==> config.mk <==
export PLATFORM = sky130hd
export DESIGN_NAME = f2i_convert
export DESIGN_NICKNAME = d
export VERILOG_FILES = /design/src/rtl/f2i_pkg.sv /design/src/rtl/f2i_classify.sv /design/src/rtl/f2i_rshift.sv /design/src/rtl/f2i_round.sv /design/src/rtl/f2i_convert.sv
export SDC_FILE = /design/constraint.sdc
export NUM_CORES = 1
export LEC_CHECK = 0
export ABC_CLOCK_PERIOD_IN_PS = 2400
export BUFFER_PORTS_ARGS = -buffer_cell sky130_fd_sc_hd__buf_2
export CORE_MARGIN = 2
export CORE_UTILIZATION = 45
export DETAILED_ROUTE_END_ITERATION = 8
export PLACE_DENSITY_LB_ADDON = 0.1
export SLEW_MARGIN = 20
export SYNTH_ARGS = -nofsm -noshare
export SYNTH_HDL_FRONTEND = slang
export SYNTH_SLANG_ARGS = --single-unit
==> constraint.sdc <==
create_clock -name clk -period 2.4 [get_ports clk]
set_input_delay 0.48 -clock clk [delete_from_list [all_inputs] [get_ports clk]]
set_output_delay 0.48 -clock clk [all_outputs]
set_load 0.01 [all_outputs]
==> src/rtl/f2i_pkg.sv <==
package f2i_pkg;

    typedef enum logic [1:0] {
        RM_NEAR_EVEN = 2'd0,
        RM_TO_ZERO   = 2'd1,
        RM_DOWN      = 2'd2,
        RM_UP        = 2'd3
    } rmode_e;

    typedef enum logic [2:0] {
        CLS_SHIFT,
        CLS_ZERO,
        CLS_PLUS_ONE,
        CLS_MINUS_ONE,
        CLS_OUT_OF_RANGE
    } cls_e;

    // Decide whether the truncated magnitude must be bumped by one.
    function automatic logic need_increment(
        input rmode_e mode,
        input logic   neg,
        input logic   lsb,
        input logic   guard,
        input logic   rnd,
        input logic   sticky
    );
        logic inexact;
        logic inc;
        inexact = guard | rnd | sticky;
        unique case (mode)
            RM_NEAR_EVEN: inc = guard & (rnd | sticky | lsb);
            RM_TO_ZERO:   inc = 1'b0;
            RM_DOWN:      inc = neg & inexact;
            RM_UP:        inc = ~neg & inexact;
            default:      inc = 1'b0;
        endcase
        return inc;
    endfunction

endpackage

==> src/rtl/f2i_classify.sv <==
module f2i_classify
    import f2i_pkg::*;
#(
    parameter int EXP_W  = 8,
    parameter int FRAC_W = 23,
    parameter int INT_W  = 32,
    parameter int SH_W   = $clog2(INT_W)
) (
    input  logic              sign,
    input  logic [EXP_W-1:0]  exp_f,
    input  logic [FRAC_W-1:0] frac_f,
    input  rmode_e            mode,
    output cls_e              cls,
    output logic [SH_W-1:0]   shamt
);
    localparam int BIAS = (1 << (EXP_W - 1)) - 1;
    localparam logic [EXP_W-1:0] ONE_E   = EXP_W'(BIAS);
    localparam logic [EXP_W-1:0] HALF_E  = EXP_W'(BIAS - 1);
    localparam logic [EXP_W-1:0] LIMIT_E = EXP_W'(BIAS + INT_W - 1);
    localparam logic [EXP_W-1:0] BASE_E  = EXP_W'(BIAS + INT_W - 2);

    logic below_one;
    logic below_half;
    logic zero_val;
    logic frac_zero;

    always_comb begin
        below_one  = exp_f < ONE_E;
        below_half = exp_f < HALF_E;
        frac_zero  = (frac_f == '0);
        zero_val   = (exp_f == '0) && frac_zero;
    end

    // Parallel subtractor: distance from the hidden-bit home position.
    always_comb begin
        shamt = SH_W'(BASE_E - exp_f);
    end

    always_comb begin
        if (exp_f >= LIMIT_E) begin
            cls = CLS_OUT_OF_RANGE;
        end else if (!below_one) begin
            cls = CLS_SHIFT;
        end else if (zero_val) begin
            cls = CLS_ZERO;
        end else begin
            unique case (mode)
                RM_NEAR_EVEN: begin
                    if (below_half || frac_zero) cls = CLS_ZERO;
                    else                        cls = sign ? CLS_MINUS_ONE : CLS_PLUS_ONE;
                end
                RM_TO_ZERO: cls = CLS_ZERO;
                RM_DOWN:    cls = sign ? CLS_MINUS_ONE : CLS_ZERO;
                RM_UP:      cls = sign ? CLS_ZERO : CLS_PLUS_ONE;
                default:    cls = CLS_ZERO;
            endcase
        end
    end

endmodule

==> src/rtl/f2i_rshift.sv <==
module f2i_rshift #(
    parameter int W    = 34,
    parameter int SH_W = 5
) (
    input  logic [W-1:0]    din,
    input  logic [SH_W-1:0] sh,
    output logic [W-1:0]    dout
);
    logic [SH_W:0][W-1:0] st;

    assign st[0] = din;

    for (genvar k = 0; k < SH_W; k++) begin : g_stage
        localparam int D = 1 << k;
        logic [W-1:0] moved;
        logic         lost;
        assign moved = st[k] >> D;
        assign lost  = |st[k][D-1:0];
        assign st[k+1] = sh[k] ? (moved | {{(W-1){1'b0}}, lost}) : st[k];
    end

    assign dout = st[SH_W];

endmodule

==> src/rtl/f2i_round.sv <==
module f2i_round
    import f2i_pkg::*;
#(
    parameter int MAG_W = 31,
    parameter int GRS_W = 3
) (
    input  rmode_e                   mode,
    input  logic                     neg,
    input  logic [MAG_W+GRS_W-1:0]   vec,
    output logic [MAG_W:0]           mag,
    output logic                     ovf
);
    logic inc;

    always_comb begin
        inc = need_increment(mode, neg, vec[GRS_W], vec[GRS_W-1],
                             vec[GRS_W-2], |vec[GRS_W-3:0]);
        mag = {1'b0, vec[MAG_W+GRS_W-1:GRS_W]} + {{MAG_W{1'b0}}, inc};
        ovf = mag[MAG_W];
    end

endmodule

==> src/rtl/f2i_convert.sv <==
module f2i_convert
    import f2i_pkg::*;
#(
    parameter int EXP_W  = 8,
    parameter int FRAC_W = 23,
    parameter int INT_W  = 32,
    parameter int GRS_W  = 3
) (
    input  logic                    clk,
    input  logic                    rst_n,
    input  logic                    in_valid,
    input  logic [EXP_W+FRAC_W:0]   in_float,
    input  logic [1:0]              in_rmode,
    output logic                    out_valid,
    output logic [INT_W-1:0]        out_int,
    output logic                    out_invalid
);
    localparam int MAG_W = INT_W - 1;
    localparam int W     = MAG_W + GRS_W;
    localparam int SH_W  = $clog2(INT_W);
    localparam int PAD_W = W - 1 - FRAC_W;
    localparam int BIAS  = (1 << (EXP_W - 1)) - 1;
    localparam logic [INT_W-1:0] INT_MIN = {1'b1, {(INT_W-1){1'b0}}};

    // ---------------- stage 1: split and classify ----------------
    logic              c_sign;
    logic [EXP_W-1:0]  c_exp;
    logic [FRAC_W-1:0] c_frac;
    cls_e              c_cls;
    logic [SH_W-1:0]   c_shamt;

    assign c_sign = in_float[EXP_W+FRAC_W];
    assign c_exp  = in_float[EXP_W+FRAC_W-1:FRAC_W];
    assign c_frac = in_float[FRAC_W-1:0];

    f2i_classify #(.EXP_W(EXP_W), .FRAC_W(FRAC_W), .INT_W(INT_W), .SH_W(SH_W)) u_cls (
        .sign   (c_sign),
        .exp_f  (c_exp),
        .frac_f (c_frac),
        .mode   (rmode_e'(in_rmode)),
        .cls    (c_cls),
        .shamt  (c_shamt)
    );

    logic              s1_v, s1_sign;
    cls_e              s1_cls;
    rmode_e            s1_mode;
    logic [SH_W-1:0]   s1_shamt;
    logic [FRAC_W-1:0] s1_frac;

    always_ff @(posedge clk or negedge rst_n) begin
        if (!rst_n) begin
            s1_v     <= 1'b0;
            s1_sign  <= 1'b0;
            s1_cls   <= CLS_ZERO;
            s1_mode  <= RM_NEAR_EVEN;
            s1_shamt <= '0;
            s1_frac  <= '0;
        end else begin
            s1_v     <= in_valid;
            s1_sign  <= c_sign;
            s1_cls   <= c_cls;
            s1_mode  <= rmode_e'(in_rmode);
            s1_shamt <= c_shamt;
            s1_frac  <= c_frac;
        end
    end

    // ---------------- stage 2: align and shift ----------------
    logic [W-1:0] aligned;
    logic [W-1:0] shifted;

    // Hidden bit sits at integer bit MAG_W-1 when the shift distance is zero.
    assign aligned = {1'b1, s1_frac, {PAD_W{1'b0}}};

    f2i_rshift #(.W(W), .SH_W(SH_W)) u_shift (
        .din  (aligned),
        .sh   (s1_shamt),
        .dout (shifted)
    );

    logic         s2_v, s2_sign;
    cls_e         s2_cls;
    rmode_e       s2_mode;
    logic [W-1:0] s2_vec;

    always_ff @(posedge clk or negedge rst_n) begin
        if (!rst_n) begin
            s2_v    <= 1'b0;
            s2_sign <= 1'b0;
            s2_cls  <= CLS_ZERO;
            s2_mode <= RM_NEAR_EVEN;
            s2_vec  <= '0;
        end else begin
            s2_v    <= s1_v;
            s2_sign <= s1_sign;
            s2_cls  <= s1_cls;
            s2_mode <= s1_mode;
            s2_vec  <= shifted;
        end
    end

    p_shift_nonzero_r6: assert property (@(posedge clk) disable iff (!rst_n)
        s2_v && s2_cls == CLS_SHIFT |-> s2_vec != '0);

    // ---------------- stage 3: round ----------------
    logic [MAG_W:0] r_mag;
    logic           r_ovf;

    f2i_round #(.MAG_W(MAG_W), .GRS_W(GRS_W)) u_round (
        .mode (s2_mode),
        .neg  (s2_sign),
        .vec  (s2_vec),
        .mag  (r_mag),
        .ovf  (r_ovf)
    );

    logic           s3_v, s3_sign, s3_ovf;
    cls_e           s3_cls;
    logic [MAG_W:0] s3_mag;

    always_ff @(posedge clk or negedge rst_n) begin
        if (!rst_n) begin
            s3_v    <= 1'b0;
            s3_sign <= 1'b0;
            s3_ovf  <= 1'b0;
            s3_cls  <= CLS_ZERO;
            s3_mag  <= '0;
        end else begin
            s3_v    <= s2_v;
            s3_sign <= s2_sign;
            s3_ovf  <= r_ovf;
            s3_cls  <= s2_cls;
            s3_mag  <= r_mag;
        end
    end

    p_round_bounded_r7: assert property (@(posedge clk) disable iff (!rst_n)
        s3_v && s3_cls == CLS_SHIFT |->
            (s3_mag == {1'b0, $past(s2_vec[W-1:GRS_W])}) ||
            (s3_mag == {1'b0, $past(s2_vec[W-1:GRS_W])} + 1'b1));

    // ---------------- stage 4: negate and pack ----------------
    logic [INT_W-1:0] p_int;
    logic             p_inv;

    always_comb begin
        p_int = '0;
        p_inv = 1'b0;
        unique case (s3_cls)
            CLS_OUT_OF_RANGE: begin
                p_int = INT_MIN;
                p_inv = 1'b1;
            end
            CLS_ZERO:      p_int = '0;
            CLS_PLUS_ONE:  p_int = {{(INT_W-1){1'b0}}, 1'b1};
            CLS_MINUS_ONE: p_int = '1;
            CLS_SHIFT: begin
                if (s3_ovf) begin
                    p_int = INT_MIN;
                    p_inv = 1'b1;
                end else begin
                    p_int = s3_sign ? (~s3_mag + 1'b1) : s3_mag;
                end
            end
            default: begin
                p_int = '0;
                p_inv = 1'b0;
            end
        endcase
    end

    always_ff @(posedge clk or negedge rst_n) begin
        if (!rst_n) begin
            out_valid   <= 1'b0;
            out_int     <= '0;
            out_invalid <= 1'b0;
        end else begin
            out_valid   <= s3_v;
            out_int     <= p_int;
            out_invalid <= p_inv;
        end
    end

    p_in_range_clean_r9: assert property (@(posedge clk) disable iff (!rst_n)
        s3_v && s3_cls != CLS_OUT_OF_RANGE && !s3_ovf |=> !out_invalid);

    // ---------------- port-level properties ----------------
    p_valid_latency_r1: assert property (@(posedge clk) disable iff (!rst_n)
        in_valid |-> ##4 out_valid);

    p_idle_latency_r1: assert property (@(posedge clk) disable iff (!rst_n)
        !in_valid |-> ##4 !out_valid);

    p_big_exp_invalid_r2: assert property (@(posedge clk) disable iff (!rst_n)
        in_valid && (in_float[EXP_W+FRAC_W-1:FRAC_W] >= EXP_W'(BIAS + INT_W - 1))
            |-> ##4 (out_valid && out_invalid));

    p_invalid_value_r2: assert property (@(posedge clk) disable iff (!rst_n)
        out_valid && out_invalid |-> out_int == INT_MIN);

    p_zero_mode_r3: assert property (@(posedge clk) disable iff (!rst_n)
        in_valid && in_rmode == 2'd1 &&
        (in_float[EXP_W+FRAC_W-1:FRAC_W] < EXP_W'(BIAS))
            |-> ##4 (out_int == '0));

endmodule

# Word level (Yosys, flattened, before mapping)
# Index checks and enable logic that the tools add are counted.
[totals]
reg_bits = 148
inputBits = 37
out_inout_bits = 34
elab_cells = 77
[classes]
addsub = 3
order_cmp = 3
eq_ne = 9
muxes = 19
n_bitwise = 13
n_reduce_logical = 11
[op_table]
columns = ["cell", "count"]
rows = [
  ["$mux W34", 5],
  ["$pmux W32 S4", 1],
  ["$mux W32", 2],
  ["$add A31 B1 Y32", 1],
  ["$add A32 B1 Y32 const B", 1],
  ["$not A32 Y32", 1],
  ["$or A32 B1 Y32", 1],
  ["$or A30 B1 Y30", 1],
  ["$or A26 B1 Y26", 1],
  ["$logic_not A23 Y1", 1],
  ["$or A18 B1 Y18", 1],
  ["$lt A8 B7 Y1 const B", 2],
  ["$reduce_or A16 Y1", 1],
  ["$mux W3", 4],
  ["$pmux W3 S4", 1],
  ["$eq A2 B2 Y1 const B", 4],
  ["$ge A8 B8 Y1 const B", 1],
  ["$logic_not A8 Y1", 1],
  ["$reduce_or A8 Y1", 1],
  ["$eq A3 B2 Y1 const B", 2],
  ["$sub A5 B5 Y5 const A", 1],
  ["$eq A2 B1 Y1 const B", 2],
  ["$logic_not A2 Y1", 2],
  ["$mux W2", 2],
  ["other kinds (12)", 18],
]

# Logic depth before layout (Yosys ltp)
# Gate-level depths: netlist of the first run.
[depth]
depth_word = 13
mapped_depth = 11
ltp_nobuf = 11

# By module
# A second synthesis of the first run with hierarchy kept.
[unflattened]
hier_cells = 677
hier_area_um2 = 7815.0
[by_module_without_submodules]
columns = ["mod", "n_inst", "cells_each", "area_each_um2", "seq_area_each_um2"]
rows = [
  ["f2i_convert", 1, 294, 4698.3, 3707.3],
  ["f2i_rshift", 1, 251, 2112.0, 0.0],
  ["f2i_round", 1, 96, 684.4, 0.0],
  ["f2i_classify", 1, 36, 320.3, 0.0],
]

# Worst setup path after synthesis of the first run
# OpenSTA, ideal clock, no wires.
[synth_timing]
path_type = "reg2reg"
startpoint = "reg s2_sign"
endpoint = "reg s3_mag[29]"
setup_time_ns = 0.123
arrival_ns = 2.417
required_ns = 2.277
setup_slack_ns = -0.140
stages_incl_launch_ff = 10
n_path_buf = 0
period_less_slack_ns = 2.540
path_cell_list = "dfrtp_1 -> nand2b_1 -> a211oi_1 -> ha_1 -> nand3_1 -> or4_1 -> or3_1 -> nor2_1 -> nand4_1 -> xnor2_1"
[synth_between]
elab_chain_cells = 4
word_cells_on_any_way = 5
classes_between = "add/sub (1); mux (1); bitwise (3)"
[synth_rtl]
columns = ["item", "line", "source"]
rows = [
  ["start, declared", "f2i_convert.sv:82", "logic s2_v, s2_sign;"],
  ["start signal, assigned", "f2i_convert.sv:96", "s2_sign <= s1_sign;"],
  ["$not A1 Y1", "f2i_pkg.sv:34", "RM_UP: inc = ~neg & inexact;"],
  ["$and A1 B1 Y1", "f2i_pkg.sv:34", ""],
  ["$pmux W1 S4 (*)", "f2i_pkg.sv:30", "unique case (mode)"],
  ["$add A31 B1 Y32 (*)", "f2i_round.sv:18", "mag = {1'b0, vec[MAG_W+GRS_W-1:GRS_W]} + {{MAG_W{1'b0}}, inc};"],
  ["net r_mag[29]", "f2i_convert.sv:107", "logic [MAG_W:0] r_mag;"],
  ["end signal, assigned", "f2i_convert.sv:134", "s3_mag <= r_mag;"],
  ["end, declared", "f2i_convert.sv:120", "logic [MAG_W:0] s3_mag;"],
]
# The timed path passes the listed nets; every way through them passes the cells marked *.

# Worst setup path in the final report of the first run
[layout_timing]
startpoint = "reg s1_shamt[0]"
endpoint = "reg s2_vec[0]"
[layout_between]
elab_chain_cells = 11
[layout_rtl]
columns = ["item", "line", "source"]
rows = [
  ["start, declared", "f2i_convert.sv:48", "logic [SH_W-1:0] s1_shamt;"],
  ["start signal, assigned", "f2i_convert.sv:64", "s1_shamt <= c_shamt;"],
  ["$mux W34 (*)", "f2i_rshift.sv:19", "assign st[k+1] = sh[k] ? (moved | {{(W-1){1'b0}}, lost}) : st[k];"],
  ["$or A32 B1 Y32", "f2i_rshift.sv:19", ""],
  ["$mux W34 (*)", "f2i_rshift.sv:19", ""],
  ["$or A30 B1 Y30", "f2i_rshift.sv:19", ""],
  ["$mux W34 (*)", "f2i_rshift.sv:19", ""],
  ["$reduce_or A8 Y1", "f2i_rshift.sv:18", "assign lost = |st[k][D-1:0];"],
  ["$or A26 B1 Y26", "f2i_rshift.sv:19", ""],
  ["$mux W34 (*)", "f2i_rshift.sv:19", ""],
  ["$reduce_or A16 Y1", "f2i_rshift.sv:18", ""],
  ["$or A18 B1 Y18", "f2i_rshift.sv:19", ""],
  ["$mux W34 (*)", "f2i_rshift.sv:19", ""],
  ["net shifted[0]", "f2i_convert.sv:71", "logic [W-1:0] shifted;"],
  ["end signal, assigned", "f2i_convert.sv:99", "s2_vec <= shifted;"],
  ["end, declared", "f2i_convert.sv:85", "logic [W-1:0] s2_vec;"],
]
# Marked as above.

==> metrics.yaml, run 1 <==
sta:
  finalSetupViolations: 4
  worst_slack_ps: -52.6
  period_minus_slack_ps: 2450
  fmaxAchievable_ghz: 0.408
  final-hold-violation-count: 0
  final_max_slew_viol_count: 0
  relSlewSlack: 0.489
  fin_crit_sh: 1.02
  clock_skew_ps: 10.7
  worst_pin_slew_ps: 766
  rsz0062_at_grt: "true"
clocking:
  clk_latency_ps: 410
  htreeDepth: 4
  cts_tree: "done"
  path_clk_slew_ps: 60
  cts_hold_buffers: 0
  cts-root-buf: "clkbuf_16"
  cts_buffers: 17
  cts_max_path_buffers: 2
  cts_sinks: 147
power_and_ir_drop:
  irDropWorstVdd_uv: 510
  p_per_area_mw_per_mm2: 756
  power.leakage_nw: 4.24
yosys:
  netlist.area_leader.share: 0.496
  yosys-top-cells-area: "dfrtp_1, mux4_2, xor2_1, mux2i_1, nand2_1"
  synth.net_count: 696
  synth_warnings: 0
  synth_edf_count: 0
  synthFlopType: "dfrtp_1"
  ys_async_sr_fraction: 1.00
  postSynthAreaPerCell_sq_um: 11.1
  yosysTopAreaCell: "dfrtp_1"
  syn-cell-area_sq_mm: 0.00727
  synth_seq_cells: 147
  synthCells: 655
  yosysSeqAreaShare: 0.507
  synth_cell_type_count: 61
grt:
  grt_first_pass_wirelength_microns: 28300
  grt_pass1_vias: 5485
  grt-ovfl-total: 0
  antenna_found_initial: 0
  grt_max_degree: 68
  grt_util_all_layers: 0.219
die:
  die_area_sq_mm: 0.0172
  ios: 71
  core_sq_mm: 0.0158
  fp.dieW_microns: 131
  start_util: 0.459
  die_h_microns: 131
  std_cell_rows: 46
placed_design:
  place_hpwl_microns: 13600
  portBuffers: 70
  dp.cells: 971
  detailed_place.area_sq_mm: 0.00829
  gp_congestion: 0.908
routing:
  wl_per_cell_microns: 17.4
  drc_errors: 0
  dr.pass1.iters: 5
  drt_iter0_drc: 273
  finalWirelength_microns: 17700
  vias_per_cell: 5.36
  via_count: 5449
  ant_nets: 0
setup_path:
  crit_path_max_incr_delay_ps: 500
  r2r_cells: 7
  end_kind: "flip-flop"
  r2r_start: "s1_shamt[0]"
  crit_required_ps: 2670
  r2r_slack_ps: -50
  endpoint: "s2_vec[0]"
  cp-startpoint: "s1_shamt[0]"
  worstSetupStartpointType: "flip-flop"
  worstPathMaxFanout: 13
  timing.rr.end: "s2_vec[0]"
  cp_slowest_cell: "mux4_2"
  crit_type: "flip-flop to flip-flop"
  arrival_ps: 2730
  crit_path_cell_trace: "buf_12 -> mux2_4 -> mux4_2 -> a21oi_2 -> nand4_1 -> o41ai_2 -> o311ai_1"
finish:
  layoutNonFillerInstCount: 1016
  final_layout_size_suffix_gt1_frac: 0.325
  fill_cells: 1331
  diodes: 0
  area_growth_pct: 26.3
  fin_nets: 828
  postLayoutCellArea_sq_mm: 0.00918
run_status:
  status: "finished with violations"
  violations: "setup timing"
job:
  maxCapViolCount: 0
worst_hold_path:
  hold_path_class: "input port to async pin"
registers in the layout, indices dropped and copies added (netlist names), 2 cells and up:
name,count
s1_shamt,5
out_int,32
s2_mode,2
s1_cls,3
s2_vec,34
s3_cls,3
s1_frac,23
s1_mode,2
s3_mag,32
s2_cls,3
power by group:
part	switching [W]	total, W	leakage, nW	internal, W
combinational	0.000762	0.00144	2.12	0.000677
sequential	0.000231	0.00299	1.84	0.00276
clock	0.00103	0.00250	0.281	0.00147
total	0.00202	0.00693	4.24	0.00491
routing by layer:
| metal | vias to the layer above | part of all wire | routed length (microns) | GRT usage |
|---|---|---|---|---|
| met5 | - | 0 | 0 | 0 |
| met4 | 0 | 0.031 | 547 | 0.0889 |
| met3 | 32 | 0.034 | 607 | 0.0438 |
| met2 | 153 | 0.55 | 9780 | 0.411 |
| met1 | 2628 | 0.38 | 6730 | 0.241 |
| li1 | 2636 | - | - | - |
placed cells by master, fill, tap and decap left out, drive strengths merged, types with 6 or more instances in the layout:
cell | Yosys | routed
a21oi | 13 | 13
and3 | 6 | 6
buf | 9 | 146
clkbuf | 24 | 20
clkinv | 1 | 8
dfrtp | 144 | 144
inv | 18 | 22
mux2 | 23 | 23
mux2i | 32 | 32
mux4 | 19 | 19
nand2 | 60 | 60
nand3 | 19 | 19
nand4 | 9 | 9
nor2 | 41 | 41
nor3 | 13 | 13
nor4 | 14 | 14
o21ai | 50 | 50
o22ai | 10 | 10
o31ai | 14 | 14
or3 | 13 | 13
xnor2 | 22 | 22
xor2 | 39 | 39
Yosys cell counts, drive strengths merged, types with 3 or more instances:
cell type / instances
a211oi: 3
a21oi: 13
and3: 6
buf: 9
clkbuf: 24
dfrtp: 144
dfstp: 3
ha: 4
inv: 18
mux2: 23
mux2i: 32
mux4: 19
nand2: 60
nand2b: 4
nand3: 19
nand4: 9
nor2: 41
nor2b: 5
nor3: 13
nor4: 14
o21ai: 50
o221ai: 3
o22a: 4
o22ai: 10
o31ai: 14
or2: 4
or3: 13
or4: 5
xnor2: 22
xor2: 39
worst min-delay path by stage:
| stage | from | end | slack (ps) | depth (start not counted) |
|---|---|---|---|---|
| global placement | s1_v | s2_v | 330 | 0 |
| CTS | rst_n | out_valid | 60 | 1 |
| finish | rst_n | out_int[12] | 50 | 1 |
| detailed placement | s1_sign | s2_sign | 340 | 0 |
| global route | rst_n | out_valid | 90 | 1 |
| floorplan | rst_n | out_int[0] | 180 | 0 |
final cells by class:
cell class	instances	area [sq um]	share of cell area
flip-flops and latches	147	3680	0.401
multi-input cells	456	3570	0.389
repair buffers	146	1010	0.110
clock buffers	20	447	0.0487
well taps	216	270	0.0295
clock inverters	12	121	0.0132
inverters	19	71.3	0.00777
cell families after synthesis:
family | count (synthesis) | share of synthesized area
AO/OA/AOI/OAI | 121 | 0.108
XOR/XNOR | 61 | 0.0735
adder cells (fa/ha/maj) | 4 | 0.00689
buffers and inverters | 52 | 0.0310
flip-flops | 147 | 0.507
multiplexers | 74 | 0.143
AND/OR/NAND/NOR | 196 | 0.131
stage by stage:
step	utilization	power, W	setup TNS (ps)	setup WS [ps]	hold WS [ps]
after global routing	0.580	0.00731	-1530	-200	86.3
final	0.580	0.00693	-149	-52.6	50.7
after CTS	0.570	0.00697	-440	-102	62.2
after detailed placement	0.524	0.00440	-701	-144	336
after global placement	0.524	0.00437	-142	-69.7	332
after floorplan	-	0.00379	0	0.0853	184
critical path: cells and delay by family (launching register included):
kind / cells / cell delay, ps
compound gates: 3 / 710
simple gates: 1 / 170
buf+inv: 1 / 160
mux: 2 / 810
flops: 1 / 440
timing repair:
item / in CTS / in global routing
pin swaps: 17 / 23
gates cloned: 1 / 0
setup endpoints to repair: 12 / 19
gates resized for setup: 17 / 28
buffers inserted: 8 / 4
(Power assumes the default switching activity.)
==> run 2, diff against run 1 <==
--- a/config.mk
+++ b/config.mk
@@ -9,6 +9,7 @@
 export BUFFER_PORTS_ARGS = -buffer_cell sky130_fd_sc_hd__buf_2
 export CORE_MARGIN = 2
 export CORE_UTILIZATION = 45
+export CTS_CLUSTER_SIZE = 20
 export DETAILED_ROUTE_END_ITERATION = 8
 export PLACE_DENSITY_LB_ADDON = 0.1
 export SLEW_MARGIN = 20
==> constraint.sdc (replaced) <==
create_clock -name clk -period 2.4 [get_ports clk]
set_input_delay 0.36 -clock clk [delete_from_list [all_inputs] [get_ports clk]]
set_output_delay 0.36 -clock clk [all_outputs]
set_load 0.01 [all_outputs]
==> run 2 against run 1 <==
Wire length is 1.0% lower. Design area is 1.5% lower. Clock skew is 2.1 ps higher. Register-to-register slack hardly changed. Combinational power is 3% lower. The flow still finishes with violations (setup timing).
==> metrics.yaml, run 2 (same netlist as run 1, synthesis figures left out) <==
run_status:
  status: "finished with violations"
  violations: "setup timing"
sta:
  clock_skew_ps: 12.8  # +2.15 ps
  final-hold-violation-count: 0  # unchanged
  fin_crit_sh: 1.02  # about the same
  final_max_slew_viol_count: 0  # unchanged
  worst_slack_ps: -52.2  # +0.489 ps
  period_minus_slack_ps: 2450  # -0.489 ps
  worst_pin_slew_ps: 731  # -34.9 ps
  finalSetupViolations: 2  # -2
  relSlewSlack: 0.512  # +0.0233
  fmaxAchievable_ghz: 0.408  # about the same
  rsz0062_at_grt: "true"
power_and_ir_drop:
  power_frac_comb: 0.195  # -0.013
  power.leakage_nw: 4.18  # -1.4%
  sw_frac_of_total: 0.281  # -0.0106
  p_total_w: 0.00718  # +3.6%
  switching_power_w: 0.00202  # -0.19%
  pwr-share-clk: 0.388  # +0.027
  irDropWorstVdd_uv: 517  # +1.2%
  seqPwrFrac: 0.416  # -0.016
  p_per_area_mw_per_mm2: 795  # +5.2%
  intPower_w: 0.00516  # +5.1%
finish:
  regMostFlops: "s2_vec"
  seq_area_sq_mm: 0.00368  # unchanged
  final_cell_mix: "dfrtp_1, buf_2, buf_4"
  layoutNonFillerInstCount: 1009  # -0.69%
  area_growth_pct: 24.4
  fin_nets: 821  # -0.85%
  diodes: 0  # unchanged
  largestRegisters: "s2_vec x34, out_int x32, s3_mag x32"
  multi_input_area_sq_mm: 0.00347  # -2.8%
  final_common_cell: "dfrtp_1"
  largest_reg_flops: 34  # unchanged
  fill_cells: 1345  # +1.1%
  final_layout_size_suffix_gt1_frac: 0.299  # -0.0261
worst_hold_path:
  whs_path_depth: 1
  holdPathEnd: "s1_v"
  hold_start: "in_valid"
  hold_path_class: "input port to flip-flop"
routing:
  ant_nets: 0  # unchanged
  drc_errors: 0  # unchanged
  dr.pass1.iters: 4  # -1
  finalWirelength_microns: 17500  # -1.0%
  drt_iter0_drc: 245  # -10%
  vias_per_cell: 5.38  # +0.25%
  wl_per_cell_microns: 17.3  # -0.36%
  via_count: 5425  # -0.44%
setup_path:
  worstSetupStartpointType: "flip-flop"
  r2r_cells: 7  # unchanged
  worstPathMaxFanout: 25  # +12
  r2r_slack_ps: -50  # about the same
  end_kind: "flip-flop"
  r2r_start: "s1_shamt[0]"
  timing.rr.end: "s2_vec[0]"
  arrival_ps: 2730  # about the same
  crit_required_ps: 2680  # about the same
  crit_type: "flip-flop to flip-flop"
placed_design:
  portBuffers: 70  # unchanged
  gp_congestion: 0.916  # +0.89%
  place_hpwl_microns: 13500  # -0.31%
  dp.cells: 972  # +0.10%
die:
  ios: 71  # unchanged
  die_h_microns: 131  # unchanged
  die_area_sq_mm: 0.0172  # unchanged
  fp.dieW_microns: 131  # unchanged
  start_util: 0.459  # unchanged
  core_sq_mm: 0.0158  # unchanged
  std_cell_rows: 46  # unchanged
grt:
  antenna_found_initial: 0  # unchanged
  grt-ovfl-total: 0  # unchanged
  grt_pass1_vias: 5458  # -0.49%
  grt_util_all_layers: 0.219  # +0.000390
  grt_max_degree: 68  # unchanged
  grt_first_pass_wirelength_microns: 28400  # +0.32%
job:
  maxCapViolCount: 0  # unchanged
clocking:
  clk_latency_ps: 420  # about the same
  htreeDepth: 4  # unchanged
  path_clk_slew_ps: 60  # about the same
  cts_sinks: 147  # unchanged
  cts_tree: "done"
  cts_max_path_buffers: 2  # unchanged
  cts-root-buf: "clkbuf_16"
  cts_buffers: 17  # unchanged
## run 2: cell types whose count changed in the layout (fill, tap and decap cells not counted), sizes merged
| cell | change |
|---|---|
| buf | -8 |
| bufinv | +3 |
| clkinv | -3 |
| clkbuf | -2 |
| clkinvlp | +1 |
| dlygate4sd3 | +1 |
| inv | +1 |
## run 2: cell type report
class,count,area share
multi-input cells,456,0.384
clock inverters,14,0.0219
repair buffers,139,0.101
well taps,216,0.0299
clock buffers,18,0.0475
flip-flops and latches,147,0.408
inverters,19,0.00789
## run 2: metrics by stage
step,hold WS (ps),setup TNS [ps],setup slack [ps],util,cell area (sq um)
2_1_floorplan,64.4,0,0.0853,-,7290
3_3_place_gp,332,-118,-66.6,0.523,8280
3_5_place_dp,336,-310,-90.6,0.523,8280
4_1_cts,38.2,-203,-58.0,0.566,8960
5_1_grt,33.7,-871,-128,0.571,9040
6_report,52.5,-65.8,-52.2,0.571,9040
## run 2: routing by layer
layer,up-vias,wire length [microns],GRT usage,part of all wire
met2,130,9490,0.411,0.54
met3,38,544,0.0386,0.031
met1,2624,6930,0.242,0.40
met5,-,0,0,0
met4,0,518,0.0970,0.030
li1,2633,-,-,-
## run 2: critical path, stage by stage, from the launching register on
cell      delay [ps]
dfrtp_2          410
buf_12           170
mux2_4           320
mux4_2           500
o221ai_2         200
nand4_1          200
o41ai_2          360
o311ai_1         140
## run 2: repair_timing
item / CTS / global route
gates resized for setup: 7 / 12
setup endpoints to repair: 9 / 16
pin swaps: 8 / 13
setup buffers: 2 / 2
hold buffers: 1 / 0
endpoints found under the hold margin: 62 / 0
## run 2: power groups by stage
stage               combinational [W]  sequential, W  clock (W)
floorplan                    0.000783        0.00301          0
global placement              0.00136        0.00302          0
detailed placement            0.00137        0.00303          0
CTS                           0.00139        0.00298    0.00284
global route                  0.00155        0.00303    0.00296
finish                        0.00140        0.00299    0.00279
## run 2: worst max path at each step
stage                           start         end  slack (ps)  cells after the start
final                     s1_shamt[0]   s2_vec[0]         -50                      7
after CTS                   s2_vec[0]  s3_mag[25]         -60                     10
after floorplan            s2_mode[1]  s3_mag[29]        0.09                     10
after global placement     s2_mode[1]  s3_mag[29]         -70                     10
after detailed placement   s2_mode[1]  s3_mag[29]         -90                     10
after global routing        s2_vec[0]  s3_mag[29]        -130                     10
==> run 3, diff against run 2 <==
--- a/config.mk
+++ b/config.mk
@@ -5,13 +5,14 @@
 export SDC_FILE = /design/constraint.sdc
 export NUM_CORES = 1
 export LEC_CHECK = 0
-export ABC_CLOCK_PERIOD_IN_PS = 2400
+export ABC_CLOCK_PERIOD_IN_PS = 2700
 export BUFFER_PORTS_ARGS = -buffer_cell sky130_fd_sc_hd__buf_2
 export CORE_MARGIN = 2
 export CORE_UTILIZATION = 45
 export CTS_CLUSTER_SIZE = 20
 export DETAILED_ROUTE_END_ITERATION = 8
 export PLACE_DENSITY_LB_ADDON = 0.1
+export SKIP_LAST_GASP = 1
 export SLEW_MARGIN = 20
 export SYNTH_ARGS = -nofsm -noshare
 export SYNTH_HDL_FRONTEND = slang
==> constraint.sdc (replaced) <==
create_clock -name clk -period 2.7 [get_ports clk]
set_input_delay 0.405 -clock clk [delete_from_list [all_inputs] [get_ports clk]]
set_output_delay 0.405 -clock clk [all_outputs]
set_load 0.01 [all_outputs]
==> run 3 against run 2 <==
The run now ends clean. Clock skew shrank 2.2 ps. Clock-buffer cell count is the same. Combinational power shrank 22%. Total power shrank 14%. Critical path depth grew 2. Clock power shrank 14%. Fmax shrank 4.1%. Cell count shrank 4.2%. Global-route usage shrank 0.69 points.
==> metrics.yaml, run 3 (same netlist as run 1, synthesis figures left out) <==
finish:
  final_common_cell: "dfrtp_1"
  seq_area_sq_mm: 0.00368  # unchanged
  diodes: 0  # unchanged
  largest_reg_flops: 34  # unchanged
  postLayoutCellArea_sq_mm: 0.00860  # -4.8%
  regMostFlops: "s2_vec"
  fill_cells: 1344  # -0.074%
  fin_nets: 779  # -5.1%
  largestRegisters: "s2_vec x34, out_int x32, s3_mag x32"
  area_growth_pct: 18.4
  final_cell_mix: "dfrtp_1, buf_2, nand2_1"
  multi_input_area_sq_mm: 0.00337  # -2.7%
  final_layout_size_suffix_gt1_frac: 0.240  # -0.0592
power_and_ir_drop:
  power.leakage_nw: 3.93  # -6.0%
  p_per_area_mw_per_mm2: 717  # -9.8%
  irDropWorstVdd_uv: 493  # -4.6%
  p_total_w: 0.00617  # -14%
sta:
  fin_crit_sh: 0.947  # -0.0749
  finalSetupViolations: 0  # -2
  final_max_slew_viol_count: 0  # unchanged
  clock_skew_ps: 10.7  # -2.16 ps
  relSlewSlack: 0.425  # -0.0869
  final-hold-violation-count: 0  # unchanged
  fmaxAchievable_ghz: 0.391  # -4.1%
  period_minus_slack_ps: 2560  # +104 ps
  rsz0062_at_grt: "true"
  whs_ps: 91.2  # +38.6 ps
  worst_pin_slew_ps: 859  # +128 ps
setup_path:
  crit_type: "flip-flop to flip-flop"
  worstSetupStartpointType: "flip-flop"
  worstPathMaxFanout: 4  # -84%
  end_kind: "flip-flop"
  arrival_ps: 2870  # +140 ps
  crit_required_ps: 3010  # +330 ps
grt:
  grt-ovfl-total: 0  # unchanged
  grt_max_degree: 54  # -21%
  antenna_found_initial: 0  # unchanged
  grt_first_pass_wirelength_microns: 27300  # -3.6%
  grt_use_met2: 0.389  # -0.0226
  grt_pass1_vias: 5185  # -5.0%
  grt_util_all_layers: 0.212  # -0.00688
  busiest_layer: "met2"
  use_met3: 0.0402  # +0.00162
  grtUsageMet1: 0.238  # -0.00357
clocking:
  htreeDepth: 4  # unchanged
  cts_buffers: 17  # unchanged
  cts_max_path_buffers: 2  # unchanged
  clk_latency_ps: 420  # about the same
  postCtsSetupRepairBufs: 0  # -2
  cts-root-buf: "clkbuf_16"
  cts_sinks: 147  # unchanged
  cts_tree: "done"
  path_clk_slew_ps: 60  # about the same
placed_design:
  place_hpwl_microns: 13200  # -2.5%
  gp_congestion: 0.922  # +0.59%
  portBuffers: 70  # unchanged
  detailed_place.area_sq_mm: 0.00796  # -3.9%
routing:
  vias_per_cell: 5.41  # +0.59%
  wl_per_cell_microns: 17.4  # +0.31%
  finalWirelength_microns: 16800  # -3.9%
  drc_errors: 0  # unchanged
  via_count: 5230  # -3.6%
  dr.pass1.iters: 6  # +2
  drt_iter0_drc: 237  # -3.3%
  ant_nets: 0  # unchanged
run_status:
  status: "complete, no violations"
worst_hold_path:
  hold_path_class: "input port to flip-flop"
die:
  die_h_microns: 131  # unchanged
  start_util: 0.459  # unchanged
  ios: 71  # unchanged
  die_area_sq_mm: 0.0172  # unchanged
  fp.dieW_microns: 131  # unchanged
  std_cell_rows: 46  # unchanged
  core_sq_mm: 0.0158  # unchanged
job:
  maxCapViolCount: 0  # unchanged
## run 3: cell types whose count changed in the layout (fill, tap and decap cells not counted), sizes merged
cell      previous run  this run
buf                138        96
clkinv               5         4
clkinvlp             1         4
inv                 23        22
bufinv               4         3
## run 3: area by class of cell
class                   instances  share of cell area
well taps                     216              0.0314
clock inverters                14              0.0205
inverters                      19             0.00829
multi-input cells             456               0.392
repair buffers                 97              0.0682
flip-flops and latches        147               0.428
clock buffers                  18              0.0511
## run 3: worst paths after layout
| check | cells after the start | start | to | slack (ps) |
|---|---|---|---|---|
| worst max-delay path | 9 | s2_sign | s3_mag[29] | 140 |
| worst min-delay path | 1 | in_valid | s1_v | 90 |
| worst max register to register | 9 | s2_sign | s3_mag[29] | 140 |
| worst min register to register | 0 | s2_v | s3_v | 350 |
| max in group asynchronous | 3 | rst_n | s3_mag[21] | 1510 |
| min in group asynchronous | 2 | rst_n | out_int[12] | 490 |
## run 3: report_power, final
group | switching [W] | total, W | leakage (nW) | internal, W
Sequential | 0.000203 | 0.00266 | 1.84 | 0.00246
Clock | 0.000926 | 0.00241 | 0.291 | 0.00149
Combinational | 0.000617 | 0.00109 | 1.80 | 0.000475
Total | 0.00175 | 0.00617 | 3.93 | 0.00442
## run 3: stage by stage
stage | setup TNS, ps | instances | util | worst slack [ps]
final | 0 | 967 | 0.543 | 144
after global routing | -6.58 | 967 | 0.543 | -6.58
after CTS | 0 | 967 | 0.542 | 76.1
after detailed placement | 0 | 934 | 0.503 | 75.5
after global placement | 0 | 934 | 0.503 | 168
after floorplan | 0 | 655 | - | 160
## run 3: layer usage
| layer | vias up | share of wire |
|---|---|---|
| met1 | 2516 | 0.39 |
| met5 | - | 0 |
| met3 | 35 | 0.038 |
| met4 | 0 | 0.032 |
| li1 | 2539 | - |
| met2 | 140 | 0.54 |
## run 3: worst max-delay path, cell delays in order (launching register included)
cell and delay (ps):
dfrtp_1 370, nand2b_1 170, a211oi_2 230, ha_2 210, nand3_1 90, or4_1 500, or3_4 430, nor2_1 170
nand4_1 130, xnor2_1 140
## run 3: repair_timing
item                                    4_1_cts  5_1_grt
hold buffers                                  1        0
resized for setup                             0        4
endpoints found under the setup margin        0        9
endpoints found under the hold margin        49        0
